### config.mk
export PLATFORM = sky130hd
export DESIGN_NAME = rxBufAlloc
export DESIGN_NICKNAME = d
export VERILOG_FILES = /design/src/rtl/rxAllocPkg.sv /design/src/rtl/syncFifo.sv /design/src/rtl/rxAllocCtrl.sv /design/src/rtl/rxAllocData.sv /design/src/rtl/rxBufAlloc.sv
export SDC_FILE = /design/constraint.sdc
export NUM_CORES = 1
export LEC_CHECK = 0
export CAP_MARGIN = 20
export CORE_UTILIZATION = 57
export DETAILED_ROUTE_END_ITERATION = 10
export DONT_BUFFER_PORTS = 1
export GPL_TIMING_DRIVEN = 1
export PLACE_DENSITY = 0.79
export RECOVER_POWER = 50
export SLEW_MARGIN = 40
export SYNTH_ARGS = -nofsm -noshare
export SYNTH_HDL_FRONTEND = slang
export SYNTH_HIERARCHICAL = 1
export SYNTH_SLANG_ARGS = --single-unit
### constraint.sdc
create_clock -name clk -period 2.6 [get_ports clk]
set_clock_uncertainty 0.15 [all_clocks]
set_input_delay 0.26 -clock clk [delete_from_list [all_inputs] [get_ports clk]]
set_output_delay 0.26 -clock clk [all_outputs]
set_load 0.005 [all_outputs]
### src/rtl/rxAllocPkg.sv
package rxAllocPkg;
  parameter int NumBufs  = 32;
  parameter int BufBytes = 64;
  parameter int NumEp    = 12;

  localparam int BufIdW = $clog2(NumBufs);
  localparam int LenW   = $clog2(BufBytes + 1);
  localparam int EpW    = $clog2(NumEp);
  localparam int CntW   = $clog2(BufBytes + 3);

  typedef enum logic [1:0] {
    HS_NONE = 2'd0,
    HS_ACK  = 2'd1,
    HS_NAK  = 2'd2
  } hsCode_e;

  typedef struct packed {
    logic availPop;
    logic rxPush;
  } allocStrobes_t;

  typedef struct packed {
    logic [BufIdW-1:0] bufId;
    logic [LenW-1:0]   len;
    logic [EpW-1:0]    ep;
    logic              setup;
  } rxDesc_t;
endpackage

### src/rtl/syncFifo.sv
module syncFifo #(
  parameter int Width = 8,
  parameter int Depth = 4,
  localparam int PtrW = (Depth > 1) ? $clog2(Depth) : 1,
  localparam int CntW = $clog2(Depth + 1)
) (
  input  logic             clk,
  input  logic             rstN,
  input  logic             push,
  input  logic [Width-1:0] pushData,
  input  logic             pop,
  output logic [Width-1:0] headData,
  output logic [CntW-1:0]  count
);
  logic [Width-1:0] mem [Depth];
  logic [PtrW-1:0]  rdPtr, wrPtr;
  logic             isFull, isEmpty, doPush, doPop;

  assign isFull   = (count == CntW'(Depth));
  assign isEmpty  = (count == '0);
  assign doPush   = push && !isFull;
  assign doPop    = pop && !isEmpty;
  assign headData = mem[rdPtr];

  always_ff @(posedge clk) begin
    if (!rstN) begin
      rdPtr <= '0;
      wrPtr <= '0;
      count <= '0;
    end else begin
      if (doPush) begin
        mem[wrPtr] <= pushData;
        wrPtr <= (wrPtr == PtrW'(Depth - 1)) ? '0 : wrPtr + 1'b1;
      end
      if (doPop) rdPtr <= (rdPtr == PtrW'(Depth - 1)) ? '0 : rdPtr + 1'b1;
      case ({doPush, doPop})
        2'b10:   count <= count + 1'b1;
        2'b01:   count <= count - 1'b1;
        default: count <= count;
      endcase
    end
  end

  p_count_bound_r1: assert property (@(posedge clk) disable iff (!rstN)
    count <= CntW'(Depth));
  p_no_overflow_r1: assert property (@(posedge clk) disable iff (!rstN)
    (push && !pop && isFull) |=> (count == CntW'(Depth)));
endmodule

### src/rtl/rxAllocCtrl.sv
module rxAllocCtrl import rxAllocPkg::*; (
  input  logic                clk,
  input  logic                rstN,
  input  logic                pktStart,
  input  logic                pktSetup,
  input  logic [EpW-1:0]      pktEp,
  input  logic                pktEnd,
  input  logic                pktCrcOk,
  input  logic [CntW-1:0]     pktBytes,
  input  logic                outEnWrite,
  input  logic [NumEp-1:0]    outEnData,
  input  logic [NumEp-1:0]    setupEnable,
  input  logic [NumEp-1:0]    autoNakEnable,
  input  logic                availEmpty,
  input  logic                rxFull,
  output allocStrobes_t       strobes,
  output logic [LenW-1:0]     descLen,
  output logic [EpW-1:0]      descEp,
  output logic                descSetup,
  output logic                wrBufValid,
  output logic                hsValid,
  output logic [1:0]          hsCode,
  output logic [NumEp-1:0]    outEnable
);
  logic             active, actSetup, actAccept, hsValidQ;
  logic [EpW-1:0]   actEp;
  hsCode_e          hsReg, verdict;
  logic [NumEp-1:0] outEnQ, startMask, actMask;
  logic             epEnabled, takeStart, finish, ackNow;

  assign startMask = NumEp'(1) << pktEp;
  assign actMask   = NumEp'(1) << actEp;
  assign epEnabled = pktSetup ? |(setupEnable & startMask) : |(outEnQ & startMask);
  assign takeStart = pktStart && !active;
  assign finish    = pktEnd && active;
  assign ackNow    = finish && pktCrcOk && actAccept;

  always_comb begin
    if (!pktCrcOk)     verdict = HS_NONE;
    else if (actAccept) verdict = HS_ACK;
    else if (actSetup)  verdict = HS_NONE;
    else                verdict = HS_NAK;
  end

  always_ff @(posedge clk) begin
    if (!rstN) begin
      active    <= 1'b0;
      actSetup  <= 1'b0;
      actAccept <= 1'b0;
      actEp     <= '0;
      hsValidQ  <= 1'b0;
      hsReg     <= HS_NONE;
      outEnQ    <= '0;
    end else begin
      hsValidQ <= finish;
      if (finish) begin
        hsReg  <= verdict;
        active <= 1'b0;
      end else if (takeStart) begin
        active    <= 1'b1;
        actSetup  <= pktSetup;
        actEp     <= pktEp;
        actAccept <= epEnabled && !availEmpty && !rxFull;
      end
      if (outEnWrite)                outEnQ <= outEnData;
      else if (ackNow && !actSetup)  outEnQ <= outEnQ & ~(actMask & autoNakEnable);
    end
  end

  assign strobes.availPop = ackNow;
  assign strobes.rxPush   = ackNow;
  assign descLen   = (pktBytes >= CntW'(2)) ? LenW'(pktBytes - CntW'(2)) : '0;
  assign descEp    = actEp;
  assign descSetup = actSetup;
  assign wrBufValid = active && actAccept;
  assign hsValid   = hsValidQ;
  assign hsCode    = hsReg;
  assign outEnable = outEnQ;

  p_pop_nonempty_r6: assert property (@(posedge clk) disable iff (!rstN)
    strobes.availPop |-> !availEmpty);
  p_hs_pulse_r10: assert property (@(posedge clk) disable iff (!rstN)
    hsValid |=> !hsValid);
  p_autonak_clear_r8: assert property (@(posedge clk) disable iff (!rstN)
    (strobes.rxPush && !descSetup && |(autoNakEnable & actMask) && !outEnWrite)
      |=> ((outEnable & $past(actMask)) == '0));
endmodule

### src/rtl/rxAllocData.sv
module rxAllocData import rxAllocPkg::*; #(
  parameter int AvailDepth = 4,
  parameter int RxDepth    = 4
) (
  input  logic              clk,
  input  logic              rstN,
  input  logic              freeIdValid,
  input  logic [BufIdW-1:0] freeId,
  input  logic              rxPop,
  input  allocStrobes_t     strobes,
  input  logic [LenW-1:0]   descLen,
  input  logic [EpW-1:0]    descEp,
  input  logic              descSetup,
  output logic              availEmpty,
  output logic              rxFull,
  output logic [BufIdW-1:0] availHead,
  output logic              rxValid,
  output rxDesc_t           rxHead
);
  localparam int AvCntW = $clog2(AvailDepth + 1);
  localparam int RxCntW = $clog2(RxDepth + 1);
  localparam int DescW  = $bits(rxDesc_t);

  logic [AvCntW-1:0] availCount;
  logic [RxCntW-1:0] rxCount;
  rxDesc_t           newDesc;
  logic [DescW-1:0]  rxHeadBits;

  assign newDesc = '{bufId: availHead, len: descLen, ep: descEp, setup: descSetup};

  syncFifo #(.Width(BufIdW), .Depth(AvailDepth)) u_availFifo (
    .clk(clk), .rstN(rstN),
    .push(freeIdValid), .pushData(freeId),
    .pop(strobes.availPop), .headData(availHead), .count(availCount));

  syncFifo #(.Width(DescW), .Depth(RxDepth)) u_rxFifo (
    .clk(clk), .rstN(rstN),
    .push(strobes.rxPush), .pushData(newDesc),
    .pop(rxPop), .headData(rxHeadBits), .count(rxCount));

  assign rxHead     = rxDesc_t'(rxHeadBits);
  assign availEmpty = (availCount == '0);
  assign rxFull     = (rxCount == RxCntW'(RxDepth));
  assign rxValid    = (rxCount != '0);
endmodule

### src/rtl/rxBufAlloc.sv
module rxBufAlloc import rxAllocPkg::*; #(
  parameter int AvailDepth = 4,
  parameter int RxDepth    = 4
) (
  input  logic              clk,
  input  logic              rstN,
  input  logic              freeIdValid,
  input  logic [BufIdW-1:0] freeId,
  input  logic              outEnWrite,
  input  logic [NumEp-1:0]  outEnData,
  input  logic [NumEp-1:0]  setupEnable,
  input  logic [NumEp-1:0]  autoNakEnable,
  input  logic              pktStart,
  input  logic              pktSetup,
  input  logic [EpW-1:0]    pktEp,
  input  logic              pktEnd,
  input  logic              pktCrcOk,
  input  logic [CntW-1:0]   pktBytes,
  input  logic              rxPop,
  output logic              wrBufValid,
  output logic [BufIdW-1:0] wrBufId,
  output logic              hsValid,
  output logic [1:0]        hsCode,
  output logic [NumEp-1:0]  outEnable,
  output logic              rxValid,
  output logic [BufIdW-1:0] rxBufId,
  output logic [LenW-1:0]   rxLen,
  output logic [EpW-1:0]    rxEp,
  output logic              rxSetup
);
  allocStrobes_t     strobes;
  logic [LenW-1:0]   descLen;
  logic [EpW-1:0]    descEp;
  logic              descSetup, availEmpty, rxFull;
  logic [BufIdW-1:0] availHead;
  rxDesc_t           rxHead;

  rxAllocCtrl u_ctrl (
    .clk(clk), .rstN(rstN),
    .pktStart(pktStart), .pktSetup(pktSetup), .pktEp(pktEp),
    .pktEnd(pktEnd), .pktCrcOk(pktCrcOk), .pktBytes(pktBytes),
    .outEnWrite(outEnWrite), .outEnData(outEnData),
    .setupEnable(setupEnable), .autoNakEnable(autoNakEnable),
    .availEmpty(availEmpty), .rxFull(rxFull),
    .strobes(strobes), .descLen(descLen), .descEp(descEp), .descSetup(descSetup),
    .wrBufValid(wrBufValid), .hsValid(hsValid), .hsCode(hsCode),
    .outEnable(outEnable));

  rxAllocData #(.AvailDepth(AvailDepth), .RxDepth(RxDepth)) u_data (
    .clk(clk), .rstN(rstN),
    .freeIdValid(freeIdValid), .freeId(freeId), .rxPop(rxPop),
    .strobes(strobes), .descLen(descLen), .descEp(descEp), .descSetup(descSetup),
    .availEmpty(availEmpty), .rxFull(rxFull), .availHead(availHead),
    .rxValid(rxValid), .rxHead(rxHead));

  assign wrBufId = availHead;
  assign rxBufId = rxHead.bufId;
  assign rxLen   = rxHead.len;
  assign rxEp    = rxHead.ep;
  assign rxSetup = rxHead.setup;
endmodule

==> flow_metrics.env, run 1 <==
export IMPL_outcome="finished with violations"
export IMPL_violations="negative setup slack"
export IMPL_root_buffer="clkbuf_8"
export IMPL_ys_ff_latch=128
export IMPL_grt_max_degree=46
export IMPL_worstMarginPinSlew_ns=0.7704
export IMPL_worstHoldPathType="in2reg"
export IMPL_rows=35
export IMPL_io_pins=100
export IMPL_cp_required_ns=2.87
export IMPL_yosys_top_cells_count="edfxtp_1, dfxtp_1, nand2_1"
export IMPL_ctsLongestPathBuffers=2
export IMPL_drt_iter0_markers=176
export IMPL_synth_edf_count=88
export IMPL_die_height_um=101.3
export IMPL_maxCapViolCount=0
export IMPL_gp_congestion=0.7429
export IMPL_yosysWarnings=6
export IMPL_numCtsBuffers=17
export IMPL_wl_per_cell_um=20.22
export IMPL_crit_path_end_kind="flop"
export IMPL_start_kind="flop"
export IMPL_fmax_mhz=381.7
export IMPL_fill_cells=568
export IMPL_worst_r2r_setup_slack_ns=-0.02
export IMPL_gr_total_overflow=0
export IMPL_vias=3471
export IMPL_slew_viol_final=0
export IMPL_holdPathEnd="u_data/u_availFifo/mem[0][0]$_DFFE_PP_"
export IMPL_r2r_start="u_data/u_rxFifo/count[0]$_SDFFE_PN0P_"
export IMPL_startpoint="u_data/u_rxFifo/count[0]$_SDFFE_PN0P_"
export IMPL_vias_per_cell=5.747
export IMPL_syn_avg_cell_area_um2=13.99
export IMPL_met2_usage=0.4359
export IMPL_syn_area_mm2=0.005625
export IMPL_insertion_delay_ns=0.51
export IMPL_dieArea_mm2=0.01027
export IMPL_use_met1=0.2891
export IMPL_critical_path_class="reg2reg"
export IMPL_clkTransAtPathRegs_ns=0.06
export IMPL_antenna_found_initial=0
export IMPL_place_hpwl_um=7013
export IMPL_postCtsSetupRepairBufs=0
export IMPL_core_area_mm2=0.009415
export IMPL_gr_usage_met3=0.07729
export IMPL_dr_pass1_iters=5
export IMPL_final_util=0.7316
export IMPL_arrival_ns=2.89
export IMPL_ff2ff_path_depth=9
export IMPL_setup_ws_ns=-0.02005
export IMPL_wl_um=12210
export IMPL_die_w_um=101.3
export IMPL_htreeDepth=4
export IMPL_synthToLayoutAreaGrowth_pct=22.44
export IMPL_grt_usage=0.2497
export IMPL_port_buffers=0
export IMPL_start_util=0.5975
export IMPL_diodes=0
export IMPL_whs_path_depth=1
export IMPL_tns_ns=-0.02005
export IMPL_drcViolationCount=0
export IMPL_r2r_end="u_data/u_rxFifo/count[2]$_SDFFE_PN0P_"
export IMPL_p_leak_nw=2.438
export IMPL_post_synth_top_count_cell="edfxtp_1"
export IMPL_nets=538
export IMPL_ant_nets=0
export IMPL_peakVddDrop_uv=710.6
export IMPL_worstHoldStart="rstN"
export IMPL_clkSinkCount=128
export IMPL_cts_tree="yes"
export IMPL_min_period_ns=2.620
export IMPL_syn_inst=402
export IMPL_synth_cell_types=54
export IMPL_report_final_setup_viol=1
export IMPL_ys_async_sr_fraction=0
export IMPL_syn_nets=478
export IMPL_synthFlopType="edfxtp_1"
export IMPL_first_global_vias=3704
export IMPL_synth_area_leaders="edfxtp_1, dfxtp_1, mux4_2"
export IMPL_powerDensity_mw_per_mm2=708.4
export IMPL_layout_drive_gt1_share=0.1642
export IMPL_grt_pass1_wl_um=18870
export IMPL_gr_max_usage_layer="met2"
export IMPL_yosysTopAreaCell="edfxtp_1"
export IMPL_synth_top_area_share=0.4698
export IMPL_fin_crit_sh=1.008
export IMPL_hold_viol=0
export IMPL_crit_fanout=7
export IMPL_slew_headroom=0.4847
export IMPL_ys_seq_area_frac=0.6121
## area by class of cell
cell class                 count  area [um2]  share of cell area
clock buffer                  18       417.9             0.06067
clock inverter                14       178.9             0.02598
inverter                      29       108.9             0.01580
multi-input combinational    225        1959              0.2845
sequential                   128        3448              0.5006
tap                          129       161.4             0.02343
timing repair buffer          61       613.1             0.08901
## metal layers
| metal | share of wire | up-vias |
|---|---|---|
| li1 | - | 1624 |
| met1 | 0.39 | 1710 |
| met2 | 0.53 | 117 |
| met3 | 0.059 | 20 |
| met4 | 0.017 | 0 |
| met5 | 0 | - |
## cells in the final DEF (no fill, tap or decap), types with 5 or more instances in the layout
cell type | Yosys | final
buf_4 | 4 | 7
a21boi_0 | 17 | 16
nand3b_1 | 5 | 5
a311o_1 | 6 | 6
nor2_1 | 11 | 11
inv_1 | 29 | 29
edfxtp_1 | 88 | 88
dfxtp_1 | 40 | 36
and3_1 | 10 | 10
mux4_2 | 24 | 24
and2_1 | 11 | 9
ha_1 | 13 | 13
o21ai_0 | 9 | 9
mux2i_1 | 9 | 9
inv_6 | 0 | 5
nand2_1 | 37 | 37
nand3_1 | 7 | 7
clkbuf_16 | 0 | 16
dlygate4sd3_1 | 0 | 52
## worst max path at each step
stage,slack (ns),endpoint,cells past startpoint
floorplan,0.19,u_data/u_rxFifo/count[2]$_SDFFE_PN0P_,10
global placement,0.22,u_data/u_availFifo/count[2]$_SDFFE_PN0P_,9
detailed placement,0.11,u_data/u_availFifo/count[2]$_SDFFE_PN0P_,9
CTS,0.04,u_data/u_rxFifo/count[2]$_SDFFE_PN0P_,9
global route,-0.08,u_data/u_rxFifo/count[2]$_SDFFE_PN0P_,9
finish,-0.02,u_data/u_rxFifo/count[2]$_SDFFE_PN0P_,9
## power by group
| group | switching [mW] | internal [mW] |
|---|---|---|
| combinational | 0.115 | 0.128 |
| clock | 0.908 | 1.48 |
| sequential | 0.0391 | 2.21 |
## through the flow
| step | cell area (um2) | setup WS, ns | power (mW) | hold WS [ns] | instances |
|---|---|---|---|---|---|
| 2_1_floorplan | 5625 | 0.1893 | 2.419 | 0.2089 | 402 |
| 3_3_place_gp | 5741 | 0.2166 | 2.427 | 0.2090 | 519 |
| 3_5_place_dp | 5741 | 0.1123 | 2.437 | 0.2090 | 519 |
| 4_1_cts | 6878 | 0.04307 | 4.899 | 0.006880 | 604 |
| 5_1_grt | 6888 | -0.07835 | 5.024 | 0.02332 | 604 |
| 6_report | 6888 | -0.02005 | 4.879 | 0.03253 | 604 |
## worst max-delay path, stage by stage, from the launching register on
cell	delay (ns)
dfxtp_1	0.36
or3b_4	0.42
and2_4	0.20
inv_1	0.08
ha_1	0.17
inv_1	0.06
fa_1	0.38
xor2_1	0.17
or3_1	0.35
a21boi_1	0.20
## what timing repair did
action	in CTS	in global routing
hold endpoints to repair	80	0
gates resized for setup	0	7
hold buffers	53	0
endpoints found under the setup margin	0	2
## logic make-up after synthesis
logic type               count (synthesis)  share of synthesized area
AO/OA/AOI/OAI                           56                    0.07473
multiplexers                            33                     0.1121
XOR/XNOR                                 8                    0.01245
adder cells (fa/ha/maj)                 15                    0.03603
flip-flops                             128                     0.6121
buffers and inverters                   49                    0.04048
AND/OR/NAND/NOR                        113                     0.1121
## state kept, by name, summed over array words and instances (netlist names), 2 cells and up, named ones only
signal	cells
u_data/u_availFifo/rdPtr	2
u_ctrl/hsCode	2
u_data/u_availFifo/wrPtr	2
u_data/u_rxFifo/rdPtr	2
u_ctrl/descEp	4
u_data/u_rxFifo/mem	68
u_ctrl/outEnable	12
u_data/u_availFifo/mem	20
u_data/u_rxFifo/wrPtr	2
u_data/u_availFifo/count	3
u_data/u_rxFifo/count	3
(Power assumes the default switching activity.)
==> run 2, diff against run 1 <==
--- a/config.mk
+++ b/config.mk
@@ -10,7 +10,7 @@
 export DETAILED_ROUTE_END_ITERATION = 10
 export DONT_BUFFER_PORTS = 1
 export GPL_TIMING_DRIVEN = 1
-export PLACE_DENSITY = 0.79
+export PLACE_DENSITY = 0.76
 export RECOVER_POWER = 50
 export SLEW_MARGIN = 40
 export SYNTH_ARGS = -nofsm -noshare
==> run 2 against run 1 <==
Against the previous run:
- the flow now finishes without violations
- register-to-register slack improved by 0.08 ns
- worst hold slack got worse by 0.022 ns
- routed wire length fell by 5.3%
- fmax rose by 3.0%
- critical path depth did not move
- highest routed layer unchanged
==> flow_metrics.env, run 2 (same netlist as run 1, synthesis figures left out) <==
export IMPL_cp_required_ns=2.87
export IMPL_crit_fanout=7
export IMPL_worst_r2r_setup_slack_ns=0.06
export IMPL_peakVddDrop_uv=507.6
export IMPL_arrival_ns=2.81
export IMPL_slew_headroom=0.5026
export IMPL_worstMarginPinSlew_ns=0.7437
export IMPL_place_hpwl_um=6672
export IMPL_p_switching_mw=0.9948
export IMPL_ant_nets=0
export IMPL_maxCapViolCount=0
export IMPL_hold_viol=0
export IMPL_wl_per_cell_um=18.90
export IMPL_fmax_mhz=393.0
export IMPL_worstHoldPathType="in2reg"
export IMPL_mostFrequentLayoutCells="edfxtp_1, dlygate4sd3_1, nand2_1, dfxtp_1, inv_1"
export IMPL_min_period_ns=2.544
export IMPL_clkSinkCount=128
export IMPL_clkTransAtPathRegs_ns=0.06
export IMPL_vias_per_cell=5.819
export IMPL_first_global_vias=3679
export IMPL_swShare=0.2076
export IMPL_power_frac_clock=0.478
export IMPL_startpoint="u_data/u_availFifo/count[0]$_SDFFE_PN0P_"
export IMPL_insertion_delay_ns=0.50
export IMPL_tns_ns=0
export IMPL_fin_crit_sh=0.9786
export IMPL_start_util=0.5975
export IMPL_antenna_found_initial=0
export IMPL_ff2ff_path_depth=9
export IMPL_drt_iter0_markers=210
export IMPL_dr_pass1_iters=7
export IMPL_setup_ws_ns=0.05565
export IMPL_htreeDepth=4
export IMPL_io_pins=100
export IMPL_port_buffers=0
export IMPL_root_buffer="clkbuf_8"
export IMPL_die_w_um=101.3
export IMPL_outcome="finished clean"
export IMPL_crit_path_end_kind="flop"
export IMPL_ctsLongestPathBuffers=2
export IMPL_power_frac_seq=0.469
export IMPL_layout_drive_gt1_share=0.1553
export IMPL_largest_reg_flops=68
export IMPL_grt_usage=0.2434
export IMPL_critical_path_class="reg2reg"
export IMPL_combPwrFrac=0.053
export IMPL_wl_um=11570
export IMPL_regMostFlops="u_data/u_rxFifo/mem"
export IMPL_grt_pass1_wl_um=18400
export IMPL_gp_congestion=0.7125
export IMPL_place_ws_ns=0.1283
export IMPL_layout_commonest_cell="edfxtp_1"
export IMPL_rows=35
export IMPL_powerDensity_mw_per_mm2=692.0
export IMPL_gr_total_overflow=0
export IMPL_critPathCapture="u_data/u_availFifo/count[2]$_SDFFE_PN0P_"
export IMPL_postCtsSetupRepairBufs=0
export IMPL_die_height_um=101.3
export IMPL_rsz0062_at_grt="no"
export IMPL_drcViolationCount=0
export IMPL_core_area_mm2=0.009415
export IMPL_dieArea_mm2=0.01027
export IMPL_diodes=0
export IMPL_start_kind="flop"
export IMPL_nets=546
export IMPL_grt_max_degree=47
export IMPL_p_int_mw=3.798
export IMPL_numCtsBuffers=17
export IMPL_p_leak_nw=2.449
export IMPL_vias=3561
export IMPL_synthToLayoutAreaGrowth_pct=23.11
export IMPL_cts_tree="yes"
export IMPL_report_final_setup_viol=0
export IMPL_r2r_end="u_data/u_availFifo/count[2]$_SDFFE_PN0P_"
export IMPL_slew_viol_final=0
export IMPL_r2r_start="u_data/u_availFifo/count[0]$_SDFFE_PN0P_"
==> run 2: changes by cell type in the layout (fill, tap and decap cells not counted), moves of 2 or more <==
cell           previous run  this run
dlygate4sd3_1            52        58
clkinv_2                  1         4
clkinv_1                  0         2
clkbuf_1                  1         3
inv_6                     5         1
==> run 2: layout make-up <==
| cell class | instances | area [um2] |
|---|---|---|
| multi-input combinational | 225 | 1962 |
| clock buffer | 17 | 414.1 |
| sequential | 128 | 3447 |
| inverter | 29 | 108.9 |
| fill | 583 | 2490 |
| clock inverter | 15 | 167.7 |
| timing repair buffer | 69 | 664.4 |
| tap | 129 | 161.4 |
==> run 2: timing repair <==
action	in CTS	in global routing
resized for setup	0	6
hold buffers	59	0
endpoints found under the setup margin	0	2
endpoints found under the hold margin	93	0
==> run 2: how the worst min path moves through the flow <==
stage / from / endpoint / cells after the start
CTS: pktEp[2] / u_ctrl/actAccept$_SDFFE_PN0P_ / 3
global placement: freeId[2] / u_data/u_availFifo/mem[0][2]$_DFFE_PP_ / 0
global route: pktEp[2] / u_ctrl/actAccept$_SDFFE_PN0P_ / 3
detailed placement: freeId[1] / u_data/u_availFifo/mem[1][1]$_DFFE_PP_ / 0
floorplan: freeId[0] / u_data/u_availFifo/mem[0][0]$_DFFE_PP_ / 0
finish: pktBytes[1] / u_data/u_rxFifo/mem[3][9]$_DFFE_PP_ / 3
==> run 2: layer usage <==
layer	wire (um)	global-route usage
met5	0	0
met4	227	0.1014
met3	713	0.08006
met2	5989	0.4076
met1	4638	0.2905
==> run 2: metrics by stage <==
step	utilization	cell area [um2]	hold WS, ns	instances	power [mW]
finish	0.7355	6925	0.01081	612	4.793
global route	0.7355	6925	0.004678	612	4.948
CTS	0.7355	6925	0.0008427	612	4.819
detailed placement	0.6100	5743	0.2090	521	2.438
global placement	0.6100	5743	0.2090	521	2.428
floorplan	-	5625	0.2089	402	2.419
==> run 2: power by group through the flow <==
| stage | combinational (mW) | sequential, mW | clock (mW) |
|---|---|---|---|
| 2_1_floorplan | 0.140 | 2.28 | 0 |
| 3_3_place_gp | 0.141 | 2.29 | 0 |
| 3_5_place_dp | 0.148 | 2.29 | 0 |
| 4_1_cts | 0.242 | 2.25 | 2.33 |
| 5_1_grt | 0.276 | 2.25 | 2.42 |
| 6_report | 0.252 | 2.25 | 2.29 |
==> run 2: worst max-delay path, cell delays in order, from the launching register on <==
cell	delay [ns]
dfxtp_1	0.37
or3b_4	0.42
and2_4	0.19
inv_1	0.06
ha_1	0.18
inv_1	0.07
fa_1	0.38
xor2_1	0.16
or3_1	0.30
a21boi_0	0.18
==> run 3, diff against run 2 <==
--- a/config.mk
+++ b/config.mk
@@ -6,11 +6,11 @@
 export NUM_CORES = 1
 export LEC_CHECK = 0
 export CAP_MARGIN = 20
-export CORE_UTILIZATION = 57
+export CORE_UTILIZATION = 60
 export DETAILED_ROUTE_END_ITERATION = 10
 export DONT_BUFFER_PORTS = 1
 export GPL_TIMING_DRIVEN = 1
-export PLACE_DENSITY = 0.76
+export PLACE_DENSITY = 0.77
 export RECOVER_POWER = 50
 export SLEW_MARGIN = 40
 export SYNTH_ARGS = -nofsm -noshare
==> constraint.sdc (replaced) <==
create_clock -name clk -period 2.8 [get_ports clk]
set_clock_uncertainty 0.15 [all_clocks]
set_input_delay 0.28 -clock clk [delete_from_list [all_inputs] [get_ports clk]]
set_output_delay 0.28 -clock clk [all_outputs]
set_load 0.005 [all_outputs]
==> run 3 against run 2 <==
Against the previous run:
- sequential share of layout area up 1.4 points
- first-iteration DRC count down 30%
- total power down 7.8%
- fmax down 1.2%
- clock-buffer cell count unchanged
- register-to-register slack better by 0.17 ns
- largest cell class unchanged
- highest routed layer unchanged
==> flow_metrics.env, run 3 (same netlist as run 1, synthesis figures left out) <==
export IMPL_maxCapViolCount=0
export IMPL_fmax_mhz=388.3
export IMPL_wl_per_cell_um=19.03
export IMPL_cp_required_ns=3.05
export IMPL_wl_um=10890
export IMPL_diodes=0
export IMPL_gr_total_overflow=0
export IMPL_p_leak_nw=2.372
export IMPL_cts_hold_buf=48
export IMPL_layout_commonest_cell="edfxtp_1"
export IMPL_rows=34
export IMPL_start_util=0.6327
export IMPL_startpoint="u_data/u_rxFifo/count[0]$_SDFFE_PN0P_"
export IMPL_root_buffer="clkbuf_8"
export IMPL_first_global_vias=3613
export IMPL_ant_nets=0
export IMPL_critical_path_class="reg2reg"
export IMPL_final_util=0.7567
export IMPL_dr_pass1_iters=4
export IMPL_hold_viol=0
export IMPL_drcViolationCount=0
export IMPL_report_final_setup_viol=0
export IMPL_outcome="finished clean"
export IMPL_dieArea_mm2=0.009766
export IMPL_insertion_delay_ns=0.51
export IMPL_clkTransAtPathRegs_ns=0.06
export IMPL_gr_max_usage_layer="met2"
export IMPL_synthToLayoutAreaGrowth_pct=19.60
export IMPL_die_height_um=98.83
export IMPL_cts_resized=0
export IMPL_ctsLongestPathBuffers=2
export IMPL_r2r_end="u_data/u_rxFifo/count[0]$_SDFFE_PN0P_"
export IMPL_use_met1=0.2713
export IMPL_peakVddDrop_uv=500.3
export IMPL_port_buffers=0
export IMPL_ff2ff_path_depth=6
export IMPL_crit_path_max_incr_delay_ns=0.63
export IMPL_r2r_start="u_data/u_rxFifo/count[0]$_SDFFE_PN0P_"
export IMPL_crit_path_end_kind="flop"
export IMPL_powerDensity_mw_per_mm2=656.7
export IMPL_slew_headroom=0.4697
export IMPL_core_area_mm2=0.008891
export IMPL_numCtsBuffers=17
export IMPL_arrival_ns=2.82
export IMPL_rsz0062_at_grt="no"
export IMPL_fin_crit_sh=0.9197
export IMPL_gr_usage_met3=0.06738
export IMPL_htreeDepth=4
export IMPL_slew_viol_final=0
export IMPL_vias_per_cell=5.986
export IMPL_start_kind="flop"
export IMPL_nets=527
export IMPL_grt_usage=0.2419
export IMPL_antenna_found_initial=0
export IMPL_met2_usage=0.4320
export IMPL_postCtsSetupRepairBufs=0
export IMPL_gp_congestion=0.7504
export IMPL_critPathCapture="u_data/u_rxFifo/count[0]$_SDFFE_PN0P_"
export IMPL_die_w_um=98.83
export IMPL_place_ws_ns=0.3436
export IMPL_regMostFlops="u_data/u_rxFifo/mem"
export IMPL_place_hpwl_um=6562
export IMPL_layout_drive_gt1_share=0.1444
export IMPL_worstHoldStart="rstN"
export IMPL_setup_ws_ns=0.2250
export IMPL_worstPathCellList="o31ai_1 -> inv_1 -> ha_1 -> xnor2_1 -> and2_1 -> dlygate4sd3_1"
export IMPL_worstHoldPathType="in2reg"
export IMPL_worst_r2r_setup_slack_ns=0.22
export IMPL_vias=3424
export IMPL_mostFrequentLayoutCells="edfxtp_1, dlygate4sd3_1, dfxtp_1"
export IMPL_cp_slowest_cell="o31ai_1"
export IMPL_grt_max_degree=46
export IMPL_clkSinkCount=128
export IMPL_worstMarginPinSlew_ns=0.7929
export IMPL_io_pins=100
export IMPL_min_period_ns=2.575
export IMPL_drt_iter0_markers=148
export IMPL_cts_tree="yes"
export IMPL_largest_reg_flops=68
export IMPL_tns_ns=0
export IMPL_grt_pass1_wl_um=17570
export IMPL_crit_fanout=6
==> run 3: cell type report <==
cell class,count,area (um2)
clock inverters,15,166.4
flip-flops and latches,128,3445
well taps,108,135.1
clock buffers,17,414.1
repair buffers,50,501.7
fillers,523,2163
inverters,29,108.9
multi-input cells,225,1957
==> run 3: metrics by stage <==
stage	hold slack, ns	total power [mW]	cells	instance area [um2]
2_1_floorplan	0.2289	2.247	402	5625
3_3_place_gp	0.2290	2.254	492	5657
3_5_place_dp	0.2290	2.262	492	5660
4_1_cts	0.001308	4.443	572	6731
5_1_grt	0.02609	4.558	572	6728
6_report	0.02447	4.418	572	6728
==> run 3: worst min-delay path by stage <==
stage                     slack, ns                                endpoint  cells past startpoint
after floorplan                0.23  u_data/u_availFifo/mem[0][0]$_DFFE_PP_                      0
final                          0.02  u_data/u_availFifo/mem[3][0]$_DFFE_PP_                      1
after global routing           0.03  u_data/u_availFifo/mem[3][0]$_DFFE_PP_                      1
after global placement         0.23  u_data/u_availFifo/mem[2][3]$_DFFE_PP_                      0
after detailed placement       0.23  u_data/u_availFifo/mem[2][3]$_DFFE_PP_                      0
after CTS                     0.001           u_ctrl/descEp[3]$_SDFFE_PN0P_                      3
==> run 3: report_power, final <==
group	total [mW]	internal, mW	switching (mW)
combinational	0.209	0.110	0.0994
sequential	2.09	2.05	0.0345
clock	2.12	1.35	0.774
total	4.42	3.51	0.908
==> run 3: critical path, delay by kind of cell (launching register included) <==
| kind | cells | cell delay, ns |
|---|---|---|
| simple gates | 1 | 0.15 |
| buf+inv | 2 | 0.66 |
| flops | 1 | 0.35 |
| xor+xnor | 1 | 0.14 |
| fa+ha+maj | 1 | 0.38 |
| compound gates | 1 | 0.63 |
==> run 3: layer usage <==
| layer | vias up | share of wire |
|---|---|---|
| met2 | 116 | 0.56 |
| li1 | 1601 | - |
| met5 | - | 0 |
| met1 | 1690 | 0.37 |
| met4 | 0 | 0.014 |
| met3 | 17 | 0.058 |
